File: src/rtl/cta_trk_pkg.sv
package cta_trk_pkg;
  function automatic int unsigned idx_width(input int unsigned n);
    return (n <= 2) ? 1 : $clog2(n);
  endfunction
endpackage

File: src/rtl/cta_slot_counter.sv
module cta_slot_counter #(
  parameter int unsigned CNT_W = 11
) (
  input  logic             clk_i,
  input  logic             rst_ni,
  input  logic             load_i,
  input  logic [CNT_W-1:0] load_val_i,
  input  logic             dec_i,
  output logic [CNT_W-1:0] cnt_o,
  output logic             retire_o,
  output logic             underflow_o
);
  logic [CNT_W-1:0] cnt_q;

  always_ff @(posedge clk_i or negedge rst_ni) begin
    if (!rst_ni)                       cnt_q <= '0;
    else if (load_i)                   cnt_q <= load_val_i;
    else if (dec_i && cnt_q != '0)     cnt_q <= cnt_q - 1'b1;
  end

  assign cnt_o       = cnt_q;
  assign retire_o    = dec_i && !load_i && (cnt_q == CNT_W'(1));
  assign underflow_o = dec_i && (cnt_q == '0);

  a_r2_load_takes: assert property (@(posedge clk_i) disable iff (!rst_ni)
    load_i |=> cnt_q == $past(load_val_i));
  a_r2_load_into_free: assert property (@(posedge clk_i) disable iff (!rst_ni)
    load_i |-> cnt_q == '0 && load_val_i != '0);
  a_r3_single_step: assert property (@(posedge clk_i) disable iff (!rst_ni)
    (dec_i && !load_i && cnt_q != '0) |=> cnt_q == $past(cnt_q) - 1'b1);
  a_r4_no_wrap: assert property (@(posedge clk_i) disable iff (!rst_ni)
    (underflow_o && !load_i) |=> cnt_q == '0);
endmodule

File: src/rtl/cta_active_counter.sv
module cta_active_counter #(
  parameter int unsigned NUM_SLOTS = 8,
  parameter int unsigned ACT_W     = 4
) (
  input  logic             clk_i,
  input  logic             rst_ni,
  input  logic             inc_i,
  input  logic             dec_i,
  output logic [ACT_W-1:0] cnt_o,
  output logic             drain_o
);
  logic [ACT_W-1:0] cnt_q;

  always_ff @(posedge clk_i or negedge rst_ni) begin
    if (!rst_ni)              cnt_q <= '0;
    else if (inc_i && !dec_i) cnt_q <= cnt_q + 1'b1;
    else if (dec_i && !inc_i) cnt_q <= cnt_q - 1'b1;
  end

  assign cnt_o   = cnt_q;
  assign drain_o = dec_i && !inc_i && (cnt_q == ACT_W'(1));

  a_r5_net_change: assert property (@(posedge clk_i) disable iff (!rst_ni)
    1'b1 |=> cnt_q == ACT_W'($past(cnt_q) + ACT_W'($past(inc_i)) - ACT_W'($past(dec_i))));
  a_r2_in_range: assert property (@(posedge clk_i) disable iff (!rst_ni)
    cnt_q <= ACT_W'(NUM_SLOTS));
  a_r3_no_dec_at_zero: assert property (@(posedge clk_i) disable iff (!rst_ni)
    dec_i |-> cnt_q != '0);
endmodule

File: src/rtl/cta_retire_tracker.sv
module cta_retire_tracker
  import cta_trk_pkg::*;
#(
  parameter int unsigned NUM_SLOTS = 8,
  parameter int unsigned THREAD_W  = 11,
  parameter int unsigned RUN_W     = 8,
  localparam int unsigned SLOT_W   = idx_width(NUM_SLOTS),
  localparam int unsigned ACT_W    = $clog2(NUM_SLOTS + 1)
) (
  input  logic                 clk_i,
  input  logic                 rst_ni,
  input  logic                 launch_valid_i,
  input  logic [SLOT_W-1:0]    launch_slot_i,
  input  logic [THREAD_W-1:0]  launch_threads_i,
  input  logic                 exit_valid_i,
  input  logic [SLOT_W-1:0]    exit_slot_i,
  input  logic                 kernel_bind_i,
  input  logic                 no_more_ctas_i,
  input  logic [RUN_W-1:0]     running_cores_i,
  output logic [NUM_SLOTS-1:0] slot_free_o,
  output logic [ACT_W-1:0]     active_cnt_o,
  output logic                 core_empty_o,
  output logic                 kernel_done_o,
  output logic                 kernel_bound_o,
  output logic                 exit_err_o
);
  logic [NUM_SLOTS-1:0] retire_vec, underflow_vec;
  logic                 drain;
  logic [NUM_SLOTS-1:0] free_q;
  logic                 empty_q, done_q, bound_q, err_q;

  for (genvar k = 0; k < NUM_SLOTS; k++) begin : g_slot
    logic [THREAD_W-1:0] cnt_unused;
    cta_slot_counter #(.CNT_W(THREAD_W)) i_slot (
      .clk_i       (clk_i),
      .rst_ni      (rst_ni),
      .load_i      (launch_valid_i && launch_slot_i == SLOT_W'(k)),
      .load_val_i  (launch_threads_i),
      .dec_i       (exit_valid_i && exit_slot_i == SLOT_W'(k)),
      .cnt_o       (cnt_unused),
      .retire_o    (retire_vec[k]),
      .underflow_o (underflow_vec[k])
    );
  end

  cta_active_counter #(.NUM_SLOTS(NUM_SLOTS), .ACT_W(ACT_W)) i_active (
    .clk_i   (clk_i),
    .rst_ni  (rst_ni),
    .inc_i   (launch_valid_i),
    .dec_i   (|retire_vec),
    .cnt_o   (active_cnt_o),
    .drain_o (drain)
  );

  always_ff @(posedge clk_i or negedge rst_ni) begin
    if (!rst_ni) begin
      free_q  <= '0;
      empty_q <= 1'b0;
      done_q  <= 1'b0;
      bound_q <= 1'b0;
      err_q   <= 1'b0;
    end else begin
      free_q  <= retire_vec;
      err_q   <= |underflow_vec;
      empty_q <= drain;
      // only this core (or none) still counted as running
      done_q  <= drain && no_more_ctas_i && (running_cores_i <= RUN_W'(1));
      if (drain)              bound_q <= 1'b0;
      else if (kernel_bind_i) bound_q <= 1'b1;
    end
  end

  assign slot_free_o    = free_q;
  assign core_empty_o   = empty_q;
  assign kernel_done_o  = done_q;
  assign kernel_bound_o = bound_q;
  assign exit_err_o     = err_q;

  a_r3_free_onehot: assert property (@(posedge clk_i) disable iff (!rst_ni)
    $onehot0(slot_free_o));
  a_r5_distinct_slots: assert property (@(posedge clk_i) disable iff (!rst_ni)
    (launch_valid_i && exit_valid_i) |-> launch_slot_i != exit_slot_i);
  a_r6_empty_means_zero: assert property (@(posedge clk_i) disable iff (!rst_ni)
    core_empty_o |-> (active_cnt_o == '0) && !kernel_bound_o && (slot_free_o != '0));
  a_r7_done_with_empty: assert property (@(posedge clk_i) disable iff (!rst_ni)
    kernel_done_o |-> core_empty_o);
  a_r4_err_frees_nothing: assert property (@(posedge clk_i) disable iff (!rst_ni)
    exit_err_o |-> slot_free_o == '0);
  a_r8_bind_sets: assert property (@(posedge clk_i) disable iff (!rst_ni)
    (kernel_bind_i && !drain) |=> kernel_bound_o);
endmodule

File: config.mk
export PLATFORM = sky130hd
export DESIGN_NAME = cta_retire_tracker
export DESIGN_NICKNAME = d
export VERILOG_FILES = /design/src/rtl/cta_trk_pkg.sv /design/src/rtl/cta_slot_counter.sv /design/src/rtl/cta_active_counter.sv /design/src/rtl/cta_retire_tracker.sv
export SDC_FILE = /design/constraint.sdc
export NUM_CORES = 1
export LEC_CHECK = 0
export ABC_AREA = 0
export BUFFER_PORTS_ARGS = -buffer_cell sky130_fd_sc_hd__clkbuf_2
export CAP_MARGIN = 0
export CELL_PAD_IN_SITES_DETAIL_PLACEMENT = 1
export CELL_PAD_IN_SITES_GLOBAL_PLACEMENT = 1
export CORE_MARGIN = 10
export CORE_UTILIZATION = 50
export DETAILED_ROUTE_END_ITERATION = 10
export HOLD_SLACK_MARGIN = 0.15
export PLACE_DENSITY = 0.93
export SYNTH_ARGS = -nofsm -noshare
export SYNTH_HDL_FRONTEND = slang
export SYNTH_SLANG_ARGS = --single-unit
File: constraint.sdc
create_clock -name clk_i -period 5.1 [get_ports clk_i]
set_input_delay 0.51 -clock clk_i [delete_from_list [all_inputs] [get_ports clk_i]]
set_output_delay 0.51 -clock clk_i [all_outputs]
set_load 0.02 [all_outputs]
==> key figures <==
Outcome
  – Status: finished clean

Global routing
  – Initial antenna violation count: 1
  – Global Route Usage Sum: 22.5%
  – Remaining global-route overflow: 0
  – Largest net degree at the start of global routing: 58
  – First-pass GRT wire length: 32.0 mm
  – Vias in the first global route: 6099

Timing
  – Fin crit share: 66.1%
  – Final Slew Violations: 0
  – Final hold viol count: 0
  – Final Hold Slack: 180 ps
  – Max Clk Rate: 296 MHz
  – Worst-Margin Slew: 1080 ps
  – Final setup margin: 1730 ps
  – RSZ-0062 raised after global routing: false
  – Relative slew slack: 27.6%
  – Setup Viol. Count Final: 0
  – Tmin final: 3370 ps
  – Final setup skew: 8.27 ps
  – Setup TNS: 0 ps

Routing
  – DRT iter0 DRCs: 360
  – M1 WL: 7.65 mm
  – Final ANT Viol Nets: 0
  – Via count: 5644
  – Final WL: 19.8 mm
  – Vias per cell: 6.20
  – WL met3: 1.01 mm
  – Wire per inst: 21.7 um
  – DRT Pass-1 Iters: 4
  – DR DRC count: 0
  – Met2 wire length: 9.79 mm
  – Topmost layer with routed signal wires: met4

CTS
  – CTS tree: done
  – # Post-CTS Setup Buffers: 0
  – Clk buf depth: 2
  – Cts hold-fix bufs: 0
  – Clock Root Buffer: clkbuf_16
  – CTS buffer count: 9
  – H-tree depth: 3
  – Clk_lat worst skew: 360 ps
  – PostCTS Resize Cnt: 0
  – Clock slew at reported path FFs: 70 ps
  – Sink Count: 104

Finish
  – Post-layout util: 55.3%
  – Filler cells: 1505
  – Nets: 794
  – P&R area growth vs syn: 9.01%
  – Final instance area: 6920 sq um
  – Area occupied by multi-input gates: 3510 sq um
  – Share of layout cells above drive strength 1: 11.8%
  – Storage cell area: 2600 sq um

Yosys
  – Post-synth top area share: 41.0%
  – Post-synth EDFFs: 0
  – Synth Warn #: 0
  – Post-Syn Nets: 771
  – Syn_area_per_cell: 8.93 sq um
  – Sequential element share of the synthesized area: 41.0%
  – Top-count cell post-synth: dfrtp_1
  – Async SR Flop Fraction: 100%
  – Area contributors post-synth: dfrtp_1 41%, ha_1 5.7%, nor2_1 5.5%
  – Cell type with the largest total area after synthesis: dfrtp_1
  – Commonest cells in the netlist: 104 x dfrtp_1, 93 x nor2_1, 61 x nand2_1
  – Netlist cell types: 64
  – Primary FF master, synth: dfrtp_1
  – Post-Syn Instances: 711
  – Synthesized flop and latch total: 104
  – Cell area after synthesis: 6350 sq um

Place
  – DPL Wire Length: 13.9 mm
  – Port bufs: 45
  – Worst slack, placed: 1410 ps
  – Area after DPL: 6660 sq um
  – Placer Congestion: 0.883

Pwr
  – Peak VDD IR: 185 uV
  – Static Leak: 2.75 nW
  – Pwr/cell area: 407 nW/um^2

Die
  – Die X: 133 um
  – Io pins: 47
  – Number of core rows: 41
  – Core area: 12500 sq um
  – Initial Util: 50.7%
  – Chip height: 133 um
  – Die area: 17600 sq um

Worst setup path
  – Worst endpoint required time: 5340 ps
  – CP endpoint kind: flip-flop
  – Worst Path Max Fanout: 23
  – Setup crit start kind: input port
  – Arrival time worst endpoint: 3610 ps
  – CP Class: in2reg

Job
  – Number of max-cap violations: 0

Hold path
  – Hold Path Class: in2async
registers in the layout, indices dropped and copies added, names as in the netlist:
name,count
g_slot.i_slot.cnt_o,88
slot_free_o,8
i_active.cnt_o,4
core_empty_o,1
exit_err_o,1
kernel_bound_o,1
kernel_done_o,1
cell usage in the layout (no fill, tap or decap), types with 11 or more instances in the layout:
cell / Yosys / final
nor4_1: 15 / 15
nand3_1: 20 / 20
xnor2_1: 28 / 28
nor3_1: 26 / 26
o21ai_0: 39 / 39
nand4b_1: 12 / 12
nor2_1: 93 / 93
nand4_1: 23 / 23
inv_1: 21 / 21
nand2_1: 61 / 61
or3_1: 11 / 11
dfrtp_1: 104 / 104
clkbuf_2: 1 / 44
a31oi_1: 13 / 13
a21oi_1: 55 / 55
ha_1: 29 / 29
xor2_1: 32 / 32
worst max-delay path, cell delays in order:
cell      delay (ps)
clkbuf_2         210
nor2b_1          290
nand3_1          680
nor4b_1          450
nor4_1           490
and3_1           260
ha_1             250
mux2i_1          230
nor2_1            80
xor2_1           140
path summary, 6_finish.rpt:
check | slack [ps] | startpoint | cells after the start | endpoint
max | 1730 | launch_valid_i | 10 | i_active.cnt_o[2]
min | 180 | rst_ni | 1 | g_slot[0].i_slot.cnt_o[3]
min in group clk_i | 370 | kernel_bind_i | 3 | kernel_bound_o
min reg2reg | 500 | kernel_bound_o | 2 | kernel_bound_o
max reg2reg | 1800 | g_slot[2].i_slot.cnt_o[6] | 9 | i_active.cnt_o[3]
max in group asynchronous | 3740 | rst_ni | 2 | g_slot[6].i_slot.cnt_o[6]
stage by stage:
step	std cells	total power [W]
final	911	0.00282
after global routing	911	0.00298
after CTS	910	0.00282
after detailed placement	895	0.00215
after global placement	895	0.00205
after floorplan	711	0.00187
cells by family (layout without fill, tap and decap cells):
logic type / Yosys count / count (layout) / synth area share [%]
flip-flops: 104 / 104 / 41.0
other: 0 / 1 / 0
XOR/XNOR: 60 / 60 / 8.28
buffers and inverters: 57 / 84 / 3.65
multiplexers: 6 / 6 / 1.08
AO/OA/AOI/OAI: 125 / 125 / 11.1
adder cells (fa/ha/maj): 29 / 29 / 5.72
AND/OR/NAND/NOR: 330 / 330 / 29.1
layout make-up:
| cell class | count | share of cell area (%) |
|---|---|---|
| Multi-Input combinational cell | 550 | 50.8 |
| Sequential cell | 104 | 37.6 |
| Antenna cell | 1 | 0.0362 |
| Inverter | 21 | 1.14 |
| Timing Repair Buffer | 48 | 3.62 |
| Tap cell | 172 | 3.11 |
| Clock buffer | 12 | 3.42 |
| Clock inverter | 3 | 0.289 |
power breakdown:
group          switching (W)  internal [W]
clock               0.000318      0.000329
sequential          0.000290       0.00105
combinational       0.000484      0.000347
total                0.00109       0.00173
metal layers:
layer,up-vias,global-route usage (%)
met4,0,17.2
met5,-,0
met3,84,4.16
met1,2807,24.8
met2,184,37.7
li1,2569,-
Power figures use the tool's default switching activity.
